--- config.mk ---
export PLATFORM = sky130hd
export DESIGN_NAME = uart_irq_ident
export DESIGN_NICKNAME = d
export VERILOG_FILES = /design/src/rtl/uart_irq_ident_pkg.sv /design/src/rtl/uart_irq_modem_sync.sv /design/src/rtl/uart_irq_id_flags.sv /design/src/rtl/uart_irq_status_pack.sv /design/src/rtl/uart_irq_ident.sv
export SDC_FILE = /design/constraint.sdc
export NUM_CORES = 1
export LEC_CHECK = 0
export ABC_AREA = 1
export CAP_MARGIN = 10
export CORE_ASPECT_RATIO = 1.2
export CORE_UTILIZATION = 31
export DETAILED_ROUTE_END_ITERATION = 10
export PLACE_DENSITY = 0.79
export SLEW_MARGIN = 20
export SYNTH_ARGS = -nofsm -noshare
export SYNTH_HDL_FRONTEND = slang
export SYNTH_HIERARCHICAL = 1
export SYNTH_SLANG_ARGS = --single-unit
--- constraint.sdc ---
create_clock -name clk -period 0.9 [get_ports clk]
set_input_delay 0.09 -clock clk [delete_from_list [all_inputs] [get_ports clk]]
set_output_delay 0.09 -clock clk [all_outputs]
set_load 0.01 [all_outputs]
--- src/rtl/uart_irq_ident_pkg.sv ---
package uart_irq_ident_pkg;
  localparam int ID_W       = 5;
  localparam int ID_LINE    = 0;
  localparam int ID_RXDATA  = 1;
  localparam int ID_RXTMO   = 2;
  localparam int ID_TXSPACE = 3;
  localparam int ID_MODEM   = 4;

  localparam int EN_W      = 4;
  localparam int EN_RX     = 0;
  localparam int EN_TX     = 1;
  localparam int EN_LINE   = 2;
  localparam int EN_MODEM  = 3;

  localparam int MODEM_LINES = 4;
  localparam int WORD_W      = 32;

  typedef struct packed {
    logic line_err;
    logic rx_data;
    logic rx_tmo;
    logic tx_space;
    logic modem_chg;
  } cause_t;
endpackage

--- src/rtl/uart_irq_modem_sync.sv ---
module uart_irq_modem_sync #(
  parameter int LINES  = 4,
  parameter int STAGES = 2
) (
  input  logic             clk,
  input  logic             rst_n,
  input  logic [LINES-1:0] lines_async,
  input  logic             clr_flags,
  output logic [LINES-1:0] level,
  output logic [LINES-1:0] chg_flag,
  output logic             chg_any
);
  logic [LINES-1:0] edge_now;

  for (genvar g = 0; g < LINES; g++) begin : g_line
    logic [STAGES-1:0] sh;
    logic              prev;

    always_ff @(posedge clk) begin
      if (!rst_n) begin
        sh   <= '0;
        prev <= 1'b0;
      end else begin
        sh   <= {sh[STAGES-2:0], lines_async[g]};
        prev <= sh[STAGES-1];
      end
    end

    assign level[g]    = sh[STAGES-1];
    assign edge_now[g] = sh[STAGES-1] ^ prev;

    // A new edge in the clearing cycle keeps the flag set.
    always_ff @(posedge clk) begin
      if (!rst_n) chg_flag[g] <= 1'b0;
      else        chg_flag[g] <= (chg_flag[g] & ~clr_flags) | edge_now[g];
    end
  end

  assign chg_any = |edge_now;
endmodule

--- src/rtl/uart_irq_id_flags.sv ---
module uart_irq_id_flags
  import uart_irq_ident_pkg::*;
(
  input  logic            clk,
  input  logic            rst_n,
  input  logic [EN_W-1:0] en,
  input  cause_t          cause,
  input  logic            clr_wr,
  input  logic [ID_W-1:0] clr_mask,
  output logic [ID_W-1:0] id,
  output logic            irq
);
  logic [ID_W-1:0] set_vec;
  logic [ID_W-1:0] clr_vec;

  always_comb begin
    set_vec             = '0;
    set_vec[ID_LINE]    = cause.line_err  & en[EN_LINE];
    set_vec[ID_RXDATA]  = cause.rx_data   & en[EN_RX];
    set_vec[ID_RXTMO]   = cause.rx_tmo    & en[EN_RX];
    set_vec[ID_TXSPACE] = cause.tx_space  & en[EN_TX];
    set_vec[ID_MODEM]   = cause.modem_chg & en[EN_MODEM];
    clr_vec             = clr_wr ? clr_mask : '0;
  end

  // A set in the same cycle as a clear takes precedence.
  always_ff @(posedge clk) begin
    if (!rst_n) id <= '0;
    else        id <= (id & ~clr_vec) | set_vec;
  end

  assign irq = |id;
endmodule

--- src/rtl/uart_irq_status_pack.sv ---
module uart_irq_status_pack
  import uart_irq_ident_pkg::*;
#(
  parameter int RXCNT_W = 10
) (
  input  logic [ID_W-1:0]        id,
  input  logic [MODEM_LINES-1:0] modem_level,
  input  logic [MODEM_LINES-1:0] modem_chg,
  input  logic [7:0]             line_status,
  input  logic [RXCNT_W-1:0]     rx_count,
  output logic [WORD_W-1:0]      word
);
  localparam int HI_W = RXCNT_W - 8;

  always_comb begin
    word        = '0;
    word[4:0]   = id;
    word[5]     = 1'b0;
    word[6 +: HI_W] = rx_count[RXCNT_W-1:8];
    word[11:8]  = modem_chg;
    word[15:12] = modem_level;
    word[23:16] = line_status;
    word[31:24] = rx_count[7:0];
  end
endmodule

--- src/rtl/uart_irq_ident.sv ---
module uart_irq_ident
  import uart_irq_ident_pkg::*;
#(
  parameter int SYNC_STAGES = 2,
  parameter int RXCNT_W     = 10
) (
  input  logic              clk,
  input  logic              rst_n,
  input  logic [3:0]        cfg_en,
  input  logic              ev_line_err,
  input  logic              ev_rx_data,
  input  logic              ev_rx_timeout,
  input  logic              ev_tx_space,
  input  logic [3:0]        modem_async,
  input  logic [7:0]        line_status,
  input  logic [9:0]        rx_count,
  input  logic              clr_wr,
  input  logic [7:0]        clr_byte,
  output logic [31:0]       status_word,
  output logic              irq
);
  logic [MODEM_LINES-1:0] m_level;
  logic [MODEM_LINES-1:0] m_chg;
  logic                   m_edge;
  logic [ID_W-1:0]        id;
  cause_t                 cause;

  assign cause = '{line_err:  ev_line_err,
                   rx_data:   ev_rx_data,
                   rx_tmo:    ev_rx_timeout,
                   tx_space:  ev_tx_space,
                   modem_chg: m_edge};

  uart_irq_modem_sync #(
    .LINES  (MODEM_LINES),
    .STAGES (SYNC_STAGES)
  ) modem_i (
    .clk         (clk),
    .rst_n       (rst_n),
    .lines_async (modem_async),
    .clr_flags   (clr_wr & clr_byte[ID_MODEM]),
    .level       (m_level),
    .chg_flag    (m_chg),
    .chg_any     (m_edge)
  );

  uart_irq_id_flags flags_i (
    .clk      (clk),
    .rst_n    (rst_n),
    .en       (cfg_en),
    .cause    (cause),
    .clr_wr   (clr_wr),
    .clr_mask (clr_byte[ID_W-1:0]),
    .id       (id),
    .irq      (irq)
  );

  uart_irq_status_pack #(
    .RXCNT_W (RXCNT_W)
  ) pack_i (
    .id          (id),
    .modem_level (m_level),
    .modem_chg   (m_chg),
    .line_status (line_status),
    .rx_count    (rx_count),
    .word        (status_word)
  );
endmodule

Word-level counts from Yosys, hierarchy flattened --
Cells that the tools add are included.
Storage, ports and cells: bits in registers 21, input bits 41, output and inout port bits 33, logic and storage cells 38
Cells by class: muxes and demuxes 1, bitwise logic cells 22, reductions and logical operators 2
Operator list (count):
- 1-bit AND | 10
- 5-bit AND | 1
- 5-bit 2-to-1 mux | 1
- 5-bit inverter | 1
- 5-bit bitwise OR | 1
- 5-bit OR reduction | 1
- 1-bit bitwise OR | 4
- 4-bit OR reduction | 1
- 1-bit bitwise XOR | 4
- 1-bit inverter | 1

Depth between registers and ports, before layout --
Gate-level depths: netlist of run 1.
word-level depth 4, gate-level depth with buffers 7, gate-level depth less buffers 7

By module --
Netlist of run 1, hierarchy kept.
Modules (own cells, without submodules):
- uart_irq_modem_sync | instances 1, cells each 90, area an instance 621.8 µm², seq. area each 320.3 µm²
- uart_irq_status_pack | instances 1, cells each 33, area an instance 244.0 µm², seq. area each 0.0 µm²
- uart_irq_id_flags | instances 1, cells each 29, area an instance 197.7 µm², seq. area each 100.1 µm²
- uart_irq_ident | instances 1, cells each 2, area an instance 7.5 µm², seq. area each 0.0 µm²

Worst setup path before layout of run 1 --
No wires, ideal clock.
path type register to register, from register modem_i.g_line[0].sh[1], to register flags_i.id[4], library setup time 0.118 ns, data arrival time 0.733 ns, data required time 0.782 ns, path slack 0.049 ns, cell stages (with the launch flop) 8, path buffers 0, clock period less this slack 0.851 ns, cell sequence dfxtp_1 inv_2 nand2_1 nand2_1 nor2_1 nand2_1 nand2_1 a21oi_1
On the way: longest elaborated chain between the ends 4
Ends and longest elaborated chain:
- from (decl) | RTL line uart_irq_modem_sync.sv:16 | logic [STAGES-1:0] sh;
- from (signal assigned) | RTL line uart_irq_modem_sync.sv:24 | sh <= {sh[STAGES-2:0], lines_async[g]};
- 1-bit bitwise XOR | RTL line uart_irq_modem_sync.sv:30 | assign edge_now[g] = sh[STAGES-1] ^ prev;
- 4-bit OR reduction | RTL line uart_irq_modem_sync.sv:39 | assign chg_any = |edge_now;
- named net m_edge | RTL line uart_irq_ident.sv:24 | logic m_edge;
- 1-bit AND | RTL line uart_irq_id_flags.sv:22 | set_vec[ID_MODEM] = cause.modem_chg & en[EN_MODEM];
- 5-bit bitwise OR | RTL line uart_irq_id_flags.sv:29 | else id <= (id & ~clr_vec) | set_vec;
- to (signal assigned) | RTL line uart_irq_id_flags.sv:29
- to (decl) | RTL line uart_irq_id_flags.sv:10 | output logic [ID_W-1:0] id,
The timed path passes the listed nets, and every way through them passes these cells. A chain may end at the register's enable or synchronous reset.

Final worst setup path of run 1 --
from register flags_i.id[3], to output port irq
On the way: longest elaborated chain between the ends 1
Ends and longest elaborated chain:
- 5-bit OR reduction | RTL line uart_irq_id_flags.sv:32 | assign irq = |id;
- to (decl) | RTL line uart_irq_ident.sv:20 | output logic irq
No other way between the ends.

==> impl_results.md, run 1 <==
- Status: finished, violations left
- Failing checks: setup timing
- Post-Synth Adder-Cell Area: 0%
- Mean area per synthesized cell: 6.95 µm²
- Cell Area, Synth: between 1000 and 1500 µm²
- Synth top area share: 39.3%
- Worst Slack Setup Final: -138 ps
- WL per Instance: 8.57 µm
- Pwr dens: about 1500 nW/µm²
- Grt ovf: 0
- XOR/XNOR Fraction of Synth Area: 0%
- Placement Setup Slack: -221 ps
- Leading post-synthesis cells by cell area: dfxtp_1 39%, buf_4 26%, nand2_1 20%
- CP Launch Type: flip-flop
- I/O Buffers: 33
- Global Route met1 Usage: 9.36%
- Root Driver: clkbuf_8
- Worst EP required: 810 ps
- Clk buf depth: 2
- Final period utilization: 115%
- Synth Area in Simple Gates: 21.8%
- Post-synthesis net count: 195
- Max VDD drop: 0.000658 V
- Count leader, synth: nand2_1
- Die W: 55.7 µm
- CTS tree: yes
- Initial core utilization: 32.4%
- Hold Path Cell Cnt: 0
- Layout cell share with drive strength beyond 1: 28.2%
- Total CTS buffers: 3
- Dominant cell type by area after synthesis: dfxtp_1
- RR Startpoint: modem_i/g_line[3].sh[1]
- Post-synth EDFFs: 0
- Clk sink count: 21
- Worst reg2reg path endpoint: flags_i/id[4]
- Non-Filler Instances: 200
- RSZ-0062 raised after global routing: yes
- Post-DRT Antenna Nets: 0
- Synth cell count leaders: 58 x nand2_1, 37 x buf_4, 22 x inv_1
- Critical Path End Type: output pin
- R2R cell count: 7
- Via count: 792
- Min-Delay Path Class: in -> out
- RePlAce Congestion: 0.662
- Distinct cells, synth: 9
- Leak: approximately 0.68 nW
- Main flop type after synthesis: dfxtp_1
- Die Area: ~3700 µm²
- Starting DRC count in detailed routing: 32
- CP max stage delay: between 300 and 400 ps
- CP Max Fanout: 2
- Met3 Use GR: 2.94%
- Worst-path clk slew: 70 ps
- Hold path startpoint: line_status[0]
- Dpl cells: 197
- Area Growth Syn to Fin: 18.9%
- Slowest CP cell: dfxtp_2
- End of the worst hold path: status_word[16]
- Post-synthesis mux area share: 0%
- Setup-failing EPs final: 2
- Worst-Skew Late Latency: 250 ps
- Sequential share of the synthesized area: ~39%
- Maximum clock frequency: between 900 and 1000 MHz
- Asr flop ratio synth: 0%
- Pre-Repair DR Iteration Count: 4
- Max_cap viols: 0
- DR DRC count: 0
- Detail Placement HPWL: roughly 1.3 mm
- Post-DR vias/cell: ~4
- Flops & latches, synth: 21
- Flop-to-flop setup slack: 0 ps
- Compound-Gate Fraction of Synth Area: under 10%
- I/O pin count: 74
- Worst Setup Path Type: reg -> out
- Final Util: 38.5%
- # rows: 23
- WL final: 1.71 mm
- Cells after synthesis: ~150
- Global-route wire length before repair: ~2.6 mm
- Max-slew violations: 0
- Placed standard-cell area: 1240 µm²
- WP data arrival: roughly 950 ps
- Max Clock Skew: 3.14 ps
- Initial antenna violation count: 0
- Vias in the first global route: 655
- Die H: 66.4 µm
- Ant. Diodes: 0
- Nets: 205
- Crit path cell chain: nor3_2 -> nand2_1 -> buf_2
- Min Clock Period, post-route: 1040 ps
- Cell area after layout: 1270 µm²
- Synth warn: 6
- Largest net degree at the start of global routing: 12
- Met2 usage: 14.9%
- Core Region: 3310 µm²
- Total chip power: approximately 1.9 mW
- Largest family of logic cells by synthesized area: buffers and inverters
- GRT busiest layer: met2
- H-Tree Level Count: 1
- Total GRT Usage: under 10%
- Hold Vio Cnt, Final: 0
what timing repair did:
action,4_1_cts,5_1_grt
setup endpoints to repair,15,8
gates resized for setup,72,10
gates cloned,0,0
setup buffers,1,2
pin swaps,7,3
hold buffers,0,0
placed cells by master (no fill, tap or decap), drive strengths merged:
cell type	count
nand2	58
inv	24
buf	23
dfxtp	21
clkdlybuf4s50	19
a21oi	9
clkbuf	4
nor2	3
nor3	1
conb	1
worst max-delay path: cells and delay by family, from the launching register on:
family                 cells  cell delay, ps
AND/OR/NAND/NOR            2             230
buffers and inverters      1             130
flip-flops                 1             330
per-stage QoR:
stage	setup TNS, ps	hold WS (ps)
floorplan	0	183
global placement	-2990	180
detailed placement	-3370	180
CTS	-174	180
global route	-396	180
finish	-166	180
cell type report:
type                            instances  area (µm²)
Timing Repair Buffer                   42         352
Multi-Input combinational cell         72         300
Sequential cell                        21         440
Fill cell                             353        2040
Tap cell                               37        46.3
Clock buffer                            4        45.0
Inverter                               24        90.1
per-layer routing:
layer / vias up / part of all wire, %
met5: - / 0
met3: 6 / 9.7
met1: 333 / 40
met2: 26 / 48
li1: 427 / -
met4: 0 / 1.8
sequential cells by signal (all words and copies together) (netlist names):
name,cells
flags_i/id,5
modem_i/chg_flag,4
modem_i/g_line.prev,4
modem_i/g_line.sh,8
report_power, final:
part / internal, mW / switching (mW) / leakage (nW)
Combinational: 0.187 / 0.131 / 0.483
Sequential: 0.982 / 0.0305 / 0.179
Clock: 0.315 / 0.280 / 0.0228
kinds of logic after synthesis:
kind of cell    after synthesis
simple gates                 62
buf+inv                      61
flops                        21
compound gates                9
other cells                   1
how the worst max path moves through the flow:
stage / from / end
6_report: flags_i/id[3] / irq
3_5_place_dp: flags_i/id[0] / irq
4_1_cts: flags_i/id[0] / irq
5_1_grt: flags_i/id[3] / irq
2_1_floorplan: modem_i/g_line[0].sh[1] / flags_i/id[4]
3_3_place_gp: flags_i/id[0] / irq
No activity file was read; power rests on OpenSTA's default activity.
==> run 2, diff against run 1 <==
--- a/config.mk
+++ b/config.mk
@@ -16,3 +16,4 @@
 export SYNTH_HDL_FRONTEND = slang
 export SYNTH_HIERARCHICAL = 1
 export SYNTH_SLANG_ARGS = --single-unit
+export TNS_END_PERCENT = 100
==> constraint.sdc (replaced) <==
create_clock -name clk -period 0.9 [get_ports clk]
set_input_delay 0.135 -clock clk [delete_from_list [all_inputs] [get_ports clk]]
set_output_delay 0.135 -clock clk [all_outputs]
set_load 0.01 [all_outputs]
==> run 2 against run 1 <==
Compared with the run above: sequential power is essentially flat; first-iteration DRC count decreased by 59%; clock power up 2%; non-clock buffer count grew 2; total power up 0.66%; critical path depth unchanged; the run still ends with setup timing left; highest routed layer unchanged; register-to-register slack got worse by 30 ps; sequential share of layout area is 0.63 points lower; cell area up 0.98%; critical endpoint unchanged.
==> impl_results.md, run 2 (same netlist as run 1, synthesis figures left out) <==
- Final period utilization: 118% (+2.5 points)
- Hold Path Cell Cnt: 4 (+4)
- Worst-path clk slew: 70 ps (about the same)
- CP Launch Type: flip-flop
- Min-Delay Path Class: in -> reg
- Worst-Skew Late Latency: 260 ps (about the same)
- Critical Path End Type: output pin
- # rows: 23 (unchanged)
- Max-slew violations: 0 (unchanged)
- Largest net degree at the start of global routing: 13 (+1)
- Die H: 66.4 µm (unchanged)
- Maximum clock frequency: 943 MHz (-2.1%)
- WP data arrival: 930 ps (-20 ps)
- Min Clock Period, post-route: 1060 ps (+22.4 ps)
- RSZ-0062 raised after global routing: yes
- Grt ovf: 0 (unchanged)
- Setup-failing EPs final: 4 (+2)
- Global-route wire length before repair: 2.90 mm (+14%)
- Worst Setup Path Type: reg -> out
- Dpl cells: 196 (-0.51%)
- WL final: 1.70 mm (-0.58%)
- CTS tree: yes
- Max Clock Skew: 7.10 ps (+3.97 ps)
- Non-Filler Instances: 202 (+1.0%)
- Commonest non-fill, non-tap cell in the layout: nand2_1
- Starting DRC count in detailed routing: 13 (-59%)
- Leak: 0.706 nW (+3.1%)
- Total CTS buffers: 3 (unchanged)
- Layout cell share with drive strength beyond 1: 28.5% (+0.26 points)
- FF/Latch Area: 437 µm² (-0.85%)
- Ant. Diodes: 0 (unchanged)
- Final Util: 38.9% (+0.38 points)
- Worst Slack Setup Final: -160 ps (-22.4 ps)
- TNS Setup: -288 ps (-122 ps)
- Vias in the first global route: 757 (+16%)
- Status: finished, violations left
- Worst EP required: 760 ps (-50 ps)
- Failing checks: setup timing
- RR Startpoint: modem_i/g_line[2].sh[1]
- Post-DRT Antenna Nets: 0 (unchanged)
- Max reg flops: 8 (unchanged)
- Fillers: 345 (-2.3%)
- Most flops, register: modem_i/g_line.sh
- Die W: 55.7 µm (unchanged)
- Total GRT Usage: 10.3% (+1.3 points)
- Most frequent cells in the layout: 58 x nand2_1, 20 x inv_1, 18 x clkdlybuf4s50_1
- Pre-Repair DR Iteration Count: 4 (unchanged)
- Hold path startpoint: clr_wr
- I/O Buffers: 33 (unchanged)
- Core Region: 3310 µm² (unchanged)
- Multi-input gate area: 288 µm² (-4.2%)
- Post-DR vias/cell: 4.02 (+1.6%)
- R2R cell count: 8 (+1)
- Max VDD drop: 0.000593 V (-9.9%)
- Flop-to-flop setup slack: -30 ps (-30 ps)
- Hold Vio Cnt, Final: 0 (unchanged)
- RePlAce Congestion: 0.682 (+3.1%)
- Initial antenna violation count: 0 (unchanged)
- Clk buf depth: 2 (unchanged)
- Nets: 207 (+0.98%)
- Placement Setup Slack: -233 ps (-11.9 ps)
- Pwr dens: 1510 nW/µm² (-0.32%)
- Worst reg2reg path endpoint: flags_i/id[4]
- Area Growth Syn to Fin: 20.1%
- H-Tree Level Count: 1 (unchanged)
- Die Area: 3690 µm² (unchanged)
- Clk sink count: 21 (unchanged)
- Initial core utilization: 32.4% (unchanged)
- I/O pin count: 74 (unchanged)
- DR DRC count: 0 (unchanged)
- Max_cap viols: 0 (unchanged)
- Root Driver: clkbuf_8
- End of the worst hold path: flags_i/id[0]
- WL per Instance: 8.44 µm (-1.6%)
- CP Max Fanout: 2 (unchanged)
- Hold buffers post-CTS: 0 (unchanged)
- Detail Placement HPWL: 1.29 mm (-0.61%)
- Via count: 813 (+2.7%)
- Top flop regs: modem_i/g_line.sh: 8 flops, flags_i/id: 5 flops
-- run 2: cell type report --
type | count | area share, %
clock inverter | 1 | 0.389
timing repair buffer | 44 | 29.5
multi-input combinational | 72 | 22.4
sequential | 21 | 33.9
inverter | 24 | 7.00
clock buffer | 3 | 3.21
tap | 37 | 3.60
-- run 2: metal layers --
| metal | up-vias | track usage (%) | part of all wire (%) | wire (µm) |
|---|---|---|---|---|
| met5 | - | 0 | 0 | 0 |
| met3 | 7 | 3.33 | 8.9 | 152 |
| met4 | 0 | 8.75 | 3.2 | 55 |
| li1 | 436 | - | - | - |
| met2 | 27 | 18.1 | 47 | 797 |
| met1 | 343 | 9.63 | 41 | 698 |
-- run 2: report_power, final --
part           switching, mW  internal, mW  total, mW
clock network          0.301         0.308      0.609
logic                  0.132         0.188      0.320
registers             0.0254         0.984       1.01
-- run 2: timing repair --
item	4_1_cts	5_1_grt
setup buffers	2	1
pin swaps	5	3
resized for setup	74	7
setup endpoints to repair	15	7
-- run 2: worst max-delay path: stages (launching register included) --
cell     delay, ps
dfxtp_2        330
nor3_2         150
nand2_1         60
buf_2          130
-- run 2: how the worst max path moves through the flow --
stage / from / endpoint / slack [ps] / cells after the start
finish: flags_i/id[4] / irq / -160 / 3
global route: flags_i/id[4] / irq / -240 / 3
global placement: flags_i/id[0] / irq / -230 / 3
detailed placement: flags_i/id[0] / irq / -230 / 3
CTS: flags_i/id[4] / irq / -180 / 3
floorplan: modem_i/g_line[0].sh[1] / flags_i/id[4] / 50 / 7
-- run 2: through the flow --
| step | hold slack, ps | cell area [µm²] | power, mW |
|---|---|---|---|
| floorplan | 228 | 1070 | 1.28 |
| global placement | 270 | 1240 | 1.35 |
| detailed placement | 270 | 1240 | 1.36 |
| CTS | 270 | 1270 | 1.97 |
| global route | 270 | 1290 | 2.06 |
| finish | 251 | 1290 | 1.94 |
==> run 3, diff against run 2 <==
--- a/config.mk
+++ b/config.mk
@@ -8,12 +8,12 @@
 export ABC_AREA = 1
 export CAP_MARGIN = 10
 export CORE_ASPECT_RATIO = 1.2
-export CORE_UTILIZATION = 31
+export CORE_UTILIZATION = 29
 export DETAILED_ROUTE_END_ITERATION = 10
-export PLACE_DENSITY = 0.79
+export PLACE_DENSITY_LB_ADDON = 0.08
+export SKIP_CTS_REPAIR_TIMING = 1
 export SLEW_MARGIN = 20
 export SYNTH_ARGS = -nofsm -noshare
 export SYNTH_HDL_FRONTEND = slang
-export SYNTH_HIERARCHICAL = 1
 export SYNTH_SLANG_ARGS = --single-unit
 export TNS_END_PERCENT = 100
==> run 3 against run 2 <==
Compared with the run above: critical path depth did not move; the run still ends with setup timing left; die area fell by 8.6%; critical endpoint unchanged; clock-buffer cell count increased by 1; routed wire length grew 5.1%; largest power group unchanged; global-route usage up 0.17 points; first-iteration DRC count is 77% lower; register-to-register slack got worse by 40 ps; sequential share of layout area up 0.70 points.
==> impl_results.md, run 3 <==
- H-Tree Level Count: 1 (unchanged)
- Die H: 63.5 µm (-4.4%)
- Placement Setup Slack: -242 ps (-8.97 ps)
- Post-synth EDFFs: 0 (unchanged)
- Maximum clock frequency: 895 MHz (-5.1%)
- Ant. Diodes: 0 (unchanged)
- Global-route wire length before repair: 2.60 mm (-10%)
- Worst-Skew Late Latency: 290 ps (+30 ps)
- RePlAce Congestion: 0.594 (-13%)
- Synth top area share: 46.0% (+6.8 points)
- Root Driver: clkbuf_4
- Cell Area, Synth: 913 µm² (-15%)
- CTS tree: yes
- Detail Placement HPWL: 1.33 mm (+3.3%)
- Distinct cells, synth: 12 (+3)
- Failing checks: setup timing
- DR DRC count: 0 (unchanged)
- Max Clock Skew: 7.17 ps (+0.0717 ps)
- Post-DRT Antenna Nets: 0 (unchanged)
- Clk buf depth: 2 (unchanged)
- WP data arrival: 980 ps (+50 ps)
- Worst EP required: 760 ps (about the same)
- Clk sink count: 21 (unchanged)
- Setup-failing EPs final: 6 (+2)
- Leak: 0.638 nW (-9.6%)
- Sequential share of the synthesized area: 46.0% (+6.8 points)
- Post-synthesis net count: 165 (-15%)
- Initial antenna violation count: 0 (unchanged)
- Mean area per synthesized cell: 7.37 µm² (+5.9%)
- Critical Path End Type: output pin
- Max VDD drop: 0.000759 V (+28%)
- Cell area after layout: 1270 µm² (-1.5%)
- Worst-path clk slew: 110 ps (+40 ps)
- Asr flop ratio synth: 0% (unchanged)
- I/O pin count: 74 (unchanged)
- Post-DR vias/cell: 4.19 (+4.1%)
- CP Max Fanout: 2 (unchanged)
- Top flop regs: modem_i.g_line.sh: 8 flops, flags_i.id: 5 flops
- Max-slew violations: 0 (unchanged)
- Leading post-synthesis cells by cell area: dfxtp_1 46%, buf_4 19%, nand2_1 16%
- Layout cell share with drive strength beyond 1: 33.1% (+4.6 points)
- Met3 Use GR: 4.35% (+1.0 points)
- Placed standard-cell area: 1170 µm² (-5.8%)
- Starting DRC count in detailed routing: 3 (-10)
- CP Launch Type: flip-flop
- Status: finished, violations left
- Via count: 750 (-7.7%)
- Area Growth Syn to Fin: 38.8%
- Pwr dens: 1410 nW/µm² (-6.4%)
- Most flops, register: modem_i.g_line.sh
- Commonest non-fill, non-tap cell in the layout: nand2_1
- RSZ-0062 raised after global routing: yes
- Dominant cell type by area after synthesis: dfxtp_1
- Vias in the first global route: 648 (-14%)
- Hold Vio Cnt, Final: 0 (unchanged)
- Synth warn: 0 (-6)
- Grt ovf: 0 (unchanged)
- WL per Instance: 10.0 µm (+19%)
- # rows: 21 (-8.7%)
- Flops & latches, synth: 21 (unchanged)
- Met2 usage: 17.5% (-0.57 points)
- Max_cap viols: 0 (unchanged)
- Min-Delay Path Class: in -> out
- Most frequent cells in the layout: 37 x nand2_1, 19 x clkdlybuf4s50_1, 18 x inv_1
- I/O Buffers: 33 (unchanged)
- Pre-Repair DR Iteration Count: 4 (unchanged)
- Total CTS buffers: 3 (unchanged)
- Worst Setup Path Type: reg -> out
- Min Clock Period, post-route: 1120 ps (+57.2 ps)
- Initial core utilization: 31.6% (-0.76 points)
- Total GRT Usage: 10.4% (+0.17 points)
- GRT busiest layer: met2
- Dpl cells: 173 (-12%)
- Cells after synthesis: 124 (-19%)
- Non-Filler Instances: 179 (-11%)
- Core Region: 2890 µm² (-13%)
- Synth cell count leaders: 39 x nand2_1, 23 x buf_4, 21 x dfxtp_1
- Total chip power: 1.79 mW (-7.8%)
- Worst Slack Setup Final: -217 ps (-57.2 ps)
- Count leader, synth: nand2_1
- Final period utilization: 124% (+6.4 points)
- Largest net degree at the start of global routing: 12 (-1)
- Main flop type after synthesis: dfxtp_1
- Hold WS: 270 ps (+18.5 ps)
- Die W: 53.2 µm (-4.4%)
- WL final: 1.79 mm (+5.1%)
- Nets: 187 (-9.7%)
- Die Area: 3380 µm² (-8.6%)
- Max reg flops: 8 (unchanged)
- Global Route met1 Usage: 9.87% (+0.24 points)
-- run 3: cell types whose count changed in the layout (fill, tap and decap cells not counted), sizes merged --
cell	delta
clkinv	-1
nand2	-19
clkbuf	+2
buf	-4
inv	-4
nor2	+6
dlymetal6s2s	-1
clkdlybuf4s50	+1
-- run 3: logic make-up (layout without fill, tap and decap cells) --
group,after synthesis,in the layout,synth area share [%]
simple gates,49,49,20.5
buf+inv,44,65,27.7
flops,21,21,46.0
compound gates,9,9,5.34
other cells,1,1,0.411
-- run 3: through the flow --
| step | util, % | TNS (ps) |
|---|---|---|
| detailed placement | 40.3 | -4380 |
| global route | 43.9 | -1330 |
| finish | 43.9 | -600 |
| CTS | 41.3 | -6650 |
| floorplan | - | 0 |
| global placement | 40.3 | -4250 |
-- run 3: critical path, cell delays in order, from the launching register on --
cell and delay, ps:
dfxtp_2 340, nor3_2 160, nand2_1 60, clkbuf_2 120
-- run 3: worst paths after layout --
check	start	endpoint	slack, ps	cells past startpoint
setup / recovery	flags_i.id[0]	irq	-220	3
setup reg to reg	modem_i.g_line[0].sh[1]	flags_i.id[4]	-70	8
hold reg to reg	modem_i.g_line[3].sh[0]	modem_i.g_line[3].sh[1]	410	2
hold / removal	line_status[6]	status_word[22]	270	0
-- run 3: final cells by class --
| type | instances | area, µm² |
|---|---|---|
| inverters | 20 | 75.1 |
| fillers | 304 | 1620 |
| repair buffers | 41 | 425 |
| multi-input cells | 59 | 259 |
| clock buffers | 4 | 26.3 |
| well taps | 34 | 42.5 |
| flip-flops and latches | 21 | 439 |
-- run 3: layer usage --
metal	wire length, µm	part of all wire (%)	vias up
met5	0	0	-
met4	41	2.3	0
li1	-	-	382
met2	863	48	33
met1	666	37	327
met3	219	12	8
-- run 3: report_power, final --
part	leakage, nW	total, mW	switching (mW)	internal (mW)
clock	0.0150	0.428	0.255	0.172
combinational	0.445	0.343	0.130	0.213
sequential	0.178	1.02	0.0340	0.982
